==> config.mk <==
export PLATFORM = sky130hd
export DESIGN_NAME = tmds_video_tx
export DESIGN_NICKNAME = d
export VERILOG_FILES = /design/src/rtl/tmds_pkg.sv /design/src/rtl/tmds_pix_timer.sv /design/src/rtl/tmds_chan_enc.sv /design/src/rtl/tmds_lane_ser.sv /design/src/rtl/tmds_video_tx.sv
export SDC_FILE = /design/constraint.sdc
export NUM_CORES = 1
export LEC_CHECK = 0
export ABC_AREA = 1
export BUFFER_PORTS_ARGS = -buffer_cell sky130_fd_sc_hd__buf_2
export CORE_ASPECT_RATIO = 1.4
export CORE_MARGIN = 2
export CORE_UTILIZATION = 40
export DETAILED_ROUTE_END_ITERATION = 10
export PLACE_DENSITY = 0.65
export REMOVE_ABC_BUFFERS = 1
export SETUP_SLACK_MARGIN = 0.2
export SYNTH_ARGS = -nofsm -noshare
export SYNTH_HDL_FRONTEND = slang
export SYNTH_SLANG_ARGS = --single-unit
==> constraint.sdc <==
create_clock -name clk -period 8.5 [get_ports clk]
set_input_delay 0.85 -clock clk [delete_from_list [all_inputs] [get_ports clk]]
set_output_delay 0.85 -clock clk [all_outputs]
set_load 0.01 [all_outputs]
==> src/rtl/tmds_pkg.sv <==
`timescale 1ns/1ps
package tmds_pkg;
  localparam int BYTE_W   = 8;
  localparam int SYM_W    = 10;
  localparam int DISP_W   = 6;
  localparam int DISP_MAX = 10;
  localparam int N_CH     = 3;
  localparam int N_LANE   = N_CH + 1;

  typedef logic [BYTE_W-1:0]        byte_t;
  typedef logic [BYTE_W:0]          qm_t;
  typedef logic [SYM_W-1:0]         sym_t;
  typedef logic signed [DISP_W-1:0] disp_t;

  typedef struct packed {
    sym_t  sym;
    disp_t disp;
  } enc_t;

  localparam sym_t CTL_00 = 10'b1101010100;
  localparam sym_t CTL_01 = 10'b0010101011;
  localparam sym_t CTL_10 = 10'b0101010100;
  localparam sym_t CTL_11 = 10'b1010101011;

  // Lower half ones: sent first, so the lane shows five highs then five lows.
  localparam sym_t CLK_WORD = sym_t'((1 << (SYM_W / 2)) - 1);

  function automatic int f_ones(input byte_t v);
    int n;
    n = 0;
    for (int i = 0; i < BYTE_W; i++) n += int'(v[i]);
    return n;
  endfunction

  function automatic logic f_use_xnor(input byte_t d);
    int n;
    n = f_ones(d);
    return (n > BYTE_W / 2) || ((n == BYTE_W / 2) && !d[0]);
  endfunction

  function automatic qm_t f_stage1(input byte_t d);
    qm_t  q;
    logic x;
    x    = f_use_xnor(d);
    q    = '0;
    q[0] = d[0];
    for (int i = 1; i < BYTE_W; i++)
      q[i] = x ? ~(q[i-1] ^ d[i]) : (q[i-1] ^ d[i]);
    q[BYTE_W] = ~x;
    return q;
  endfunction

  function automatic enc_t f_stage2(input qm_t qm, input disp_t disp);
    enc_t  r;
    int    n1, n0, c, nc;
    byte_t low;
    logic  b8;
    low = qm[BYTE_W-1:0];
    b8  = qm[BYTE_W];
    n1  = f_ones(low);
    n0  = BYTE_W - n1;
    c   = int'(disp);
    if (c == 0 || n1 == n0) begin
      r.sym = {~b8, b8, (b8 ? low : ~low)};
      nc    = b8 ? (c + n1 - n0) : (c + n0 - n1);
    end else if ((c > 0 && n1 > n0) || (c < 0 && n0 > n1)) begin
      r.sym = {1'b1, b8, ~low};
      nc    = c + (b8 ? 2 : 0) + n0 - n1;
    end else begin
      r.sym = {1'b0, b8, low};
      nc    = c - (b8 ? 0 : 2) + n1 - n0;
    end
    r.disp = disp_t'(nc);
    return r;
  endfunction

  function automatic sym_t f_ctrl(input logic [1:0] c);
    case (c)
      2'b00:   return CTL_00;
      2'b01:   return CTL_01;
      2'b10:   return CTL_10;
      default: return CTL_11;
    endcase
  endfunction

  function automatic logic f_is_ctrl(input sym_t s);
    return (s == CTL_00) || (s == CTL_01) || (s == CTL_10) || (s == CTL_11);
  endfunction
endpackage

==> src/rtl/tmds_pix_timer.sv <==
`timescale 1ns/1ps
module tmds_pix_timer #(
  parameter int RATIO = 10
) (
  input  logic clk,
  input  logic rst,
  output logic tick,
  output logic load
);
  localparam int PW = $clog2(RATIO);
  localparam logic [PW-1:0] LAST = PW'(RATIO - 1);

  logic [PW-1:0] phase;

  always_ff @(posedge clk) begin
    if (rst)                phase <= '0;
    else if (phase == LAST) phase <= '0;
    else                    phase <= phase + 1'b1;
  end

  assign tick = (phase == LAST);
  assign load = (phase == '0);


  tick_spacing_chk: assert property (@(posedge clk) disable iff (rst)
    tick |=> !tick);


  load_follows_tick_chk: assert property (@(posedge clk) disable iff (rst)
    tick |=> load);


  phase_range_chk: assert property (@(posedge clk) disable iff (rst)
    phase <= LAST);
endmodule

==> src/rtl/tmds_chan_enc.sv <==
`timescale 1ns/1ps
module tmds_chan_enc
  import tmds_pkg::*;
(
  input  logic       clk,
  input  logic       rst,
  input  logic       ce,
  input  logic       de,
  input  byte_t      din,
  input  logic [1:0] ctl,
  output sym_t       sym
);
  disp_t disp;
  qm_t   stage1_word;
  enc_t  stage2_out;
  sym_t  ctl_sym;
  logic  ld_data;
  logic  ld_ctrl;

  assign stage1_word = f_stage1(din);
  assign stage2_out  = f_stage2(stage1_word, disp);
  assign ctl_sym     = f_ctrl(ctl);
  assign ld_data     = ce && de;
  assign ld_ctrl     = ce && !de;

  always_ff @(posedge clk) begin
    if (rst) begin
      sym  <= CTL_00;
      disp <= '0;
    end else if (ld_data) begin
      sym  <= stage2_out.sym;
      disp <= stage2_out.disp;
    end else if (ld_ctrl) begin
      sym  <= ctl_sym;
      disp <= '0;
    end
  end


  disp_bound_chk: assert property (@(posedge clk) disable iff (rst)
    (disp <= DISP_MAX) && (disp >= -DISP_MAX));


  ctl_clears_disp_chk: assert property (@(posedge clk) disable iff (rst)
    ld_ctrl |=> (disp == 0));


  ctl_code_chk: assert property (@(posedge clk) disable iff (rst)
    ld_ctrl |=> f_is_ctrl(sym));


  hold_chk: assert property (@(posedge clk) disable iff (rst)
    !ce |=> ($stable(sym) && $stable(disp)));


  data_bit8_chk: assert property (@(posedge clk) disable iff (rst)
    ld_data |=> (sym[BYTE_W] == $past(stage1_word[BYTE_W])));
endmodule

==> src/rtl/tmds_lane_ser.sv <==
`timescale 1ns/1ps
module tmds_lane_ser
  import tmds_pkg::*;
(
  input  logic clk,
  input  logic rst,
  input  logic load,
  input  sym_t word,
  output logic ser
);
  sym_t shreg;

  always_ff @(posedge clk) begin
    if (rst)       shreg <= '0;
    else if (load) shreg <= word;
    else           shreg <= shreg >> 1;
  end

  assign ser = shreg[0];


  lsb_first_chk: assert property (@(posedge clk) disable iff (rst)
    load |=> (ser == $past(word[0])));
endmodule

==> src/rtl/tmds_video_tx.sv <==
`timescale 1ns/1ps
module tmds_video_tx
  import tmds_pkg::*;
(
  input  logic              clk,
  input  logic              rst,
  input  logic              de,
  input  logic              hsync,
  input  logic              vsync,
  input  logic [BYTE_W-1:0] red,
  input  logic [BYTE_W-1:0] green,
  input  logic [BYTE_W-1:0] blue,
  output logic              pix_tick,
  output logic [SYM_W-1:0]  sym_blue,
  output logic [SYM_W-1:0]  sym_green,
  output logic [SYM_W-1:0]  sym_red,
  output logic [N_CH-1:0]   tx_data,
  output logic              tx_clk
);
  logic       ser_load;
  byte_t      ch_din  [N_CH];
  logic [1:0] ch_ctl  [N_CH];
  sym_t       ch_sym  [N_CH];
  sym_t       lane_word [N_LANE];
  logic       lane_bit  [N_LANE];

  tmds_pix_timer #(.RATIO(SYM_W)) u_timer (
    .clk  (clk),
    .rst  (rst),
    .tick (pix_tick),
    .load (ser_load)
  );

  // Channel 0 blue, 1 green, 2 red; sync rides only on blue.
  assign ch_din[0] = blue;
  assign ch_din[1] = green;
  assign ch_din[2] = red;
  assign ch_ctl[0] = {vsync, hsync};

  generate
    for (genvar c = 1; c < N_CH; c++) begin : g_quiet_ctl
      assign ch_ctl[c] = 2'b00;
    end

    for (genvar c = 0; c < N_CH; c++) begin : g_enc
      tmds_chan_enc u_enc (
        .clk (clk),
        .rst (rst),
        .ce  (pix_tick),
        .de  (de),
        .din (ch_din[c]),
        .ctl (ch_ctl[c]),
        .sym (ch_sym[c])
      );
    end

    for (genvar l = 0; l < N_LANE; l++) begin : g_lane
      if (l < N_CH) begin : g_data
        assign lane_word[l] = ch_sym[l];
        assign tx_data[l]   = lane_bit[l];
      end else begin : g_clock
        assign lane_word[l] = CLK_WORD;
        assign tx_clk       = lane_bit[l];
      end
      tmds_lane_ser u_ser (
        .clk  (clk),
        .rst  (rst),
        .load (ser_load),
        .word (lane_word[l]),
        .ser  (lane_bit[l])
      );
    end
  endgenerate

  assign sym_blue  = ch_sym[0];
  assign sym_green = ch_sym[1];
  assign sym_red   = ch_sym[2];


  quiet_channels_chk: assert property (@(posedge clk) disable iff (rst)
    (pix_tick && !de) |=> ((sym_green == CTL_00) && (sym_red == CTL_00)));


  clk_lane_high_chk: assert property (@(posedge clk) disable iff (rst)
    ser_load |=> tx_clk);
endmodule

==> flow_summary.html <==
<table>
<tr><th>Metric</th><th>Value</th></tr>
<tr><th colspan="2">Run status</th></tr>
<tr><td>Run status</td><td>finished, final reports clean</td></tr>
<tr><th colspan="2">Finish</th></tr>
<tr><td>Diodes inserted</td><td>0</td></tr>
<tr><td>Total number of nets in the final design</td><td>1532</td></tr>
<tr><td>Layout cell share with drive strength beyond 1</td><td>28.41%</td></tr>
<tr><td>Core utilization of the finished layout</td><td>51.87%</td></tr>
<tr><td>Area added between synthesis and finish</td><td>27.68%</td></tr>
<tr><th colspan="2">Critical path</th></tr>
<tr><td>CP endpoint kind</td><td>flip-flop</td></tr>
<tr><td>Kind of critical path</td><td>in2reg</td></tr>
<tr><td>Critical-path maximum fanout</td><td>3</td></tr>
<tr><td>Worst EP required</td><td>8750 ps</td></tr>
<tr><td>Dominant cell type by count on the critical path</td><td>fa_1</td></tr>
<tr><td>Element type at the critical path start</td><td>primary input</td></tr>
<tr><td>Destination of the worst register-to-register timing path</td><td>g_enc[1].u_enc.sym[6]</td></tr>
<tr><td>Reg2reg start</td><td>u_timer.phase[0]</td></tr>
<tr><td>Count of cells along the worst register-to-register path</td><td>12</td></tr>
<tr><td>Crit. Startpoint</td><td>green[0]</td></tr>
<tr><td>Critical path's slowest cell</td><td>fa_2</td></tr>
<tr><td>Critical Path Max Stage Delay</td><td>590 ps</td></tr>
<tr><td>Data arrival time at the worst-slack endpoint</td><td>8410 ps</td></tr>
<tr><td>Slack of the worst reg-to-reg path</td><td>4860 ps</td></tr>
<tr><th colspan="2">Run</th></tr>
<tr><td>Max_cap viols</td><td>0</td></tr>
<tr><th colspan="2">Global route</th></tr>
<tr><td>Vias in the first global route</td><td>7996</td></tr>
<tr><td>Overall track demand over capacity in global routing</td><td>19.94%</td></tr>
<tr><td>Number of antenna violations at the first check in global routing</td><td>0</td></tr>
<tr><td>Overflow left after global routing</td><td>0</td></tr>
<tr><td>Largest net degree at the start of global routing</td><td>45</td></tr>
<tr><td>Wire length of the first global-routing pass</td><td>37670 um</td></tr>
<tr><th colspan="2">Logic synthesis</th></tr>
<tr><td>Total number of yosys warnings</td><td>0</td></tr>
<tr><td>EDFF count, synth</td><td>0</td></tr>
<tr><td>Register bit count reported by yosys</td><td>87</td></tr>
<tr><td>Share of the synthesized area in the top cell type</td><td>19.61%</td></tr>
<tr><td>Top-count cell post-synth</td><td>inv_1</td></tr>
<tr><td>Async set or reset register ratio after synthesis</td><td>0%</td></tr>
<tr><td>Largest area contributor in the netlist</td><td>dfxtp_1</td></tr>
<tr><td>Syn Inst Count</td><td>1169</td></tr>
<tr><td>Netlist Area Pre-Place</td><td>0.008881 mm^2</td></tr>
<tr><td>Commonest cells in the synthesized netlist</td><td>inv_1 (191), nand2_1 (133), ha_1 (121)</td></tr>
<tr><td>Proportion of synthesized chip area in sequential cells</td><td>19.61%</td></tr>
<tr><td>Synth top area cells</td><td>dfxtp_1 (20%), ha_1 (17%), fa_1 (8.8%)</td></tr>
<tr><td>Mean cell area of the mapped netlist</td><td>7.597 um^2</td></tr>
<tr><td>Yosys cell types</td><td>51</td></tr>
<tr><td>Most used DFF post-synth</td><td>dfxtp_1</td></tr>
<tr><th colspan="2">Timing</th></tr>
<tr><td>Period Utilization, post-route</td><td>96.03%</td></tr>
<tr><td>Final count of pins violating max slew</td><td>0</td></tr>
<tr><td>Unrepaired setup endpoints after global routing</td><td>true</td></tr>
<tr><td>Count of final setup violators</td><td>0</td></tr>
<tr><td>Hold violation count in the final report</td><td>0</td></tr>
<tr><td>Actual slew at the worst max-slew pin</td><td>763.0 ps</td></tr>
<tr><td>Rel. slew slack</td><td>48.82%</td></tr>
<tr><td>Highest achievable clock rate</td><td>0.1225 GHz</td></tr>
<tr><td>Clock Skews</td><td>7.955 ps</td></tr>
<tr><td>Period minus WS final</td><td>8163 ps</td></tr>
<tr><th colspan="2">Floorplan</th></tr>
<tr><td>Die span in y</td><td>180.3 um</td></tr>
<tr><td>Floorplan core area</td><td>0.02186 mm^2</td></tr>
<tr><td>Overall die width</td><td>129.9 um</td></tr>
<tr><td>Top-Level Pins</td><td>64</td></tr>
<tr><td>Die footprint</td><td>0.02343 mm^2</td></tr>
<tr><td>Number of rows created at floorplan</td><td>64</td></tr>
<tr><td>Starting density of the core</td><td>40.63%</td></tr>
<tr><th colspan="2">Routing</th></tr>
<tr><td>Number of iterations in the first detailed-routing pass</td><td>4</td></tr>
<tr><td>Detailed router's first-iteration violation count</td><td>341</td></tr>
<tr><td>Post-route antenna net violation count</td><td>0</td></tr>
<tr><td>Routed vias</td><td>8009</td></tr>
<tr><td>Vias per Instance</td><td>4.869</td></tr>
<tr><td>Final routed DRC violation total</td><td>0</td></tr>
<tr><td>DRT Wirelength</td><td>23280 um</td></tr>
<tr><td>Average detailed-routed wire length per instance</td><td>14.15 um</td></tr>
<tr><th colspan="2">Placed design</th></tr>
<tr><td>Final estimated routing congestion in global placement</td><td>0.8806</td></tr>
<tr><td>Post-DP HPWL</td><td>18200 um</td></tr>
<tr><td>Number of input and output port buffers inserted</td><td>63</td></tr>
<tr><th colspan="2">CTS</th></tr>
<tr><td>Root Driver</td><td>clkbuf_16</td></tr>
<tr><td>TritonCTS clock tree</td><td>built</td></tr>
<tr><td>CTS clock-pin slew for the worst setup and hold paths</td><td>80 ps</td></tr>
<tr><td>Clock buffers created by TritonCTS</td><td>9</td></tr>
<tr><td>Number of buffers on the longest clock path</td><td>2</td></tr>
<tr><td>TritonCTS sink count</td><td>87</td></tr>
<tr><td>H-tree lvl count</td><td>3</td></tr>
<tr><td>Clock latency on the worst-skew pair</td><td>350 ps</td></tr>
<tr><th colspan="2">Hold path</th></tr>
<tr><td>Count of cells along the worst hold path</td><td>2</td></tr>
<tr><td>Launch instance of the worst min-delay path</td><td>g_lane[3].u_ser.shreg[4]</td></tr>
<tr><td>Min-Delay Path Class</td><td>reg2reg</td></tr>
<tr><td>Endpoint of the worst hold path</td><td>g_lane[3].u_ser.shreg[3]</td></tr>
</table>
-- cell families (layout without fill, tap and decap cells) --
group,Yosys count,in the layout,synth area share [%]
AO/OA/AOI/OAI,244,244,15.64
XOR/XNOR,99,99,10.85
adder cells (fa/ha/maj),160,160,25.84
buffers and inverters,245,424,11.09
flip-flops,87,87,19.61
AND/OR/NAND/NOR,334,334,16.98
-- metrics by stage --
step	cell area, um^2	hold slack, ps	setup slack, ps	std cells	setup TNS [ps]
5_1_grt	11340	475.9	-0.9273	1645	-0.9273
3_5_place_dp	10270	432.0	-409.5	1612	-2968
2_1_floorplan	8677	416.1	-551.4	1132	-3108
3_3_place_gp	10270	419.6	-305.8	1612	-1968
6_report	11340	447.8	337.3	1645	0
4_1_cts	10750	451.4	170.9	1636	0
-- how the worst max path moves through the flow --
stage,slack (ps),to
after floorplan,-550,g_enc[2].u_enc.disp[5]
after global placement,-310,g_enc[1].u_enc.disp[5]
after detailed placement,-410,g_enc[1].u_enc.disp[5]
after CTS,170,g_enc[2].u_enc.disp[5]
after global routing,-0.9,g_enc[1].u_enc.disp[5]
final,340,g_enc[1].u_enc.disp[5]
-- cells in the final DEF (no fill, tap or decap), types with 9 or more instances in the layout --
| cell | Yosys | routed |
|---|---|---|
| o21ai_0 | 86 | 79 |
| nand2_2 | 15 | 21 |
| a21oi_2 | 3 | 13 |
| xor2_1 | 55 | 43 |
| buf_4 | 5 | 132 |
| ha_1 | 121 | 95 |
| xnor2_1 | 33 | 31 |
| inv_2 | 16 | 33 |
| a21oi_1 | 80 | 70 |
| clkbuf_16 | 0 | 9 |
| fa_1 | 39 | 27 |
| nor2_1 | 102 | 101 |
| inv_1 | 191 | 172 |
| nand3_1 | 49 | 46 |
| o22ai_1 | 11 | 11 |
| dfxtp_1 | 87 | 87 |
| o21ai_1 | 22 | 28 |
| buf_2 | 7 | 59 |
| ha_4 | 0 | 20 |
| xor2_2 | 7 | 15 |
| fa_2 | 0 | 12 |
| nand2_1 | 133 | 125 |
-- what timing repair did --
item / in CTS / in global routing
pin swaps: 22 / 39
buffers inserted: 8 / 9
resized for setup: 27 / 106
hold buffers: 0 / 0
gates cloned: 0 / 0
endpoints found under the setup margin: 9 / 34
-- area by class of cell --
cell class                 count  area, um^2
clock buffer                   9       225.2
clock inverter                 7       67.56
fill                        2025       10520
inverter                     208       787.0
multi-input combinational    837        6751
sequential                    87        1742
tap                          297       371.6
timing repair buffer         200        1395
-- flip-flops by register name, indices dropped and copies added, names as in the netlist --
register,cells
g_enc.u_enc.disp,18
g_enc.u_enc.sym,30
g_lane.u_ser.shreg,35
u_timer.phase,4
-- critical path: cells and delay by family --
family / cells / cell delay (ps)
XOR/XNOR: 5 / 800
adder cells (fa/ha/maj): 13 / 5300
buffers and inverters: 8 / 460
AO/OA/AOI/OAI: 4 / 630
AND/OR/NAND/NOR: 3 / 380
-- per-layer routing --
metal	vias to the layer above	global-route usage, %	share of wire [%]
met4	0	6.452	2.2
met3	33	2.494	2.9
met5	-	0	0
met1	3753	22.62	39
met2	119	37.70	55
li1	4104	-	-
Power is not shown: default switching activity piles up to over one toggle a cycle in this logic, so the estimate is an artifact.
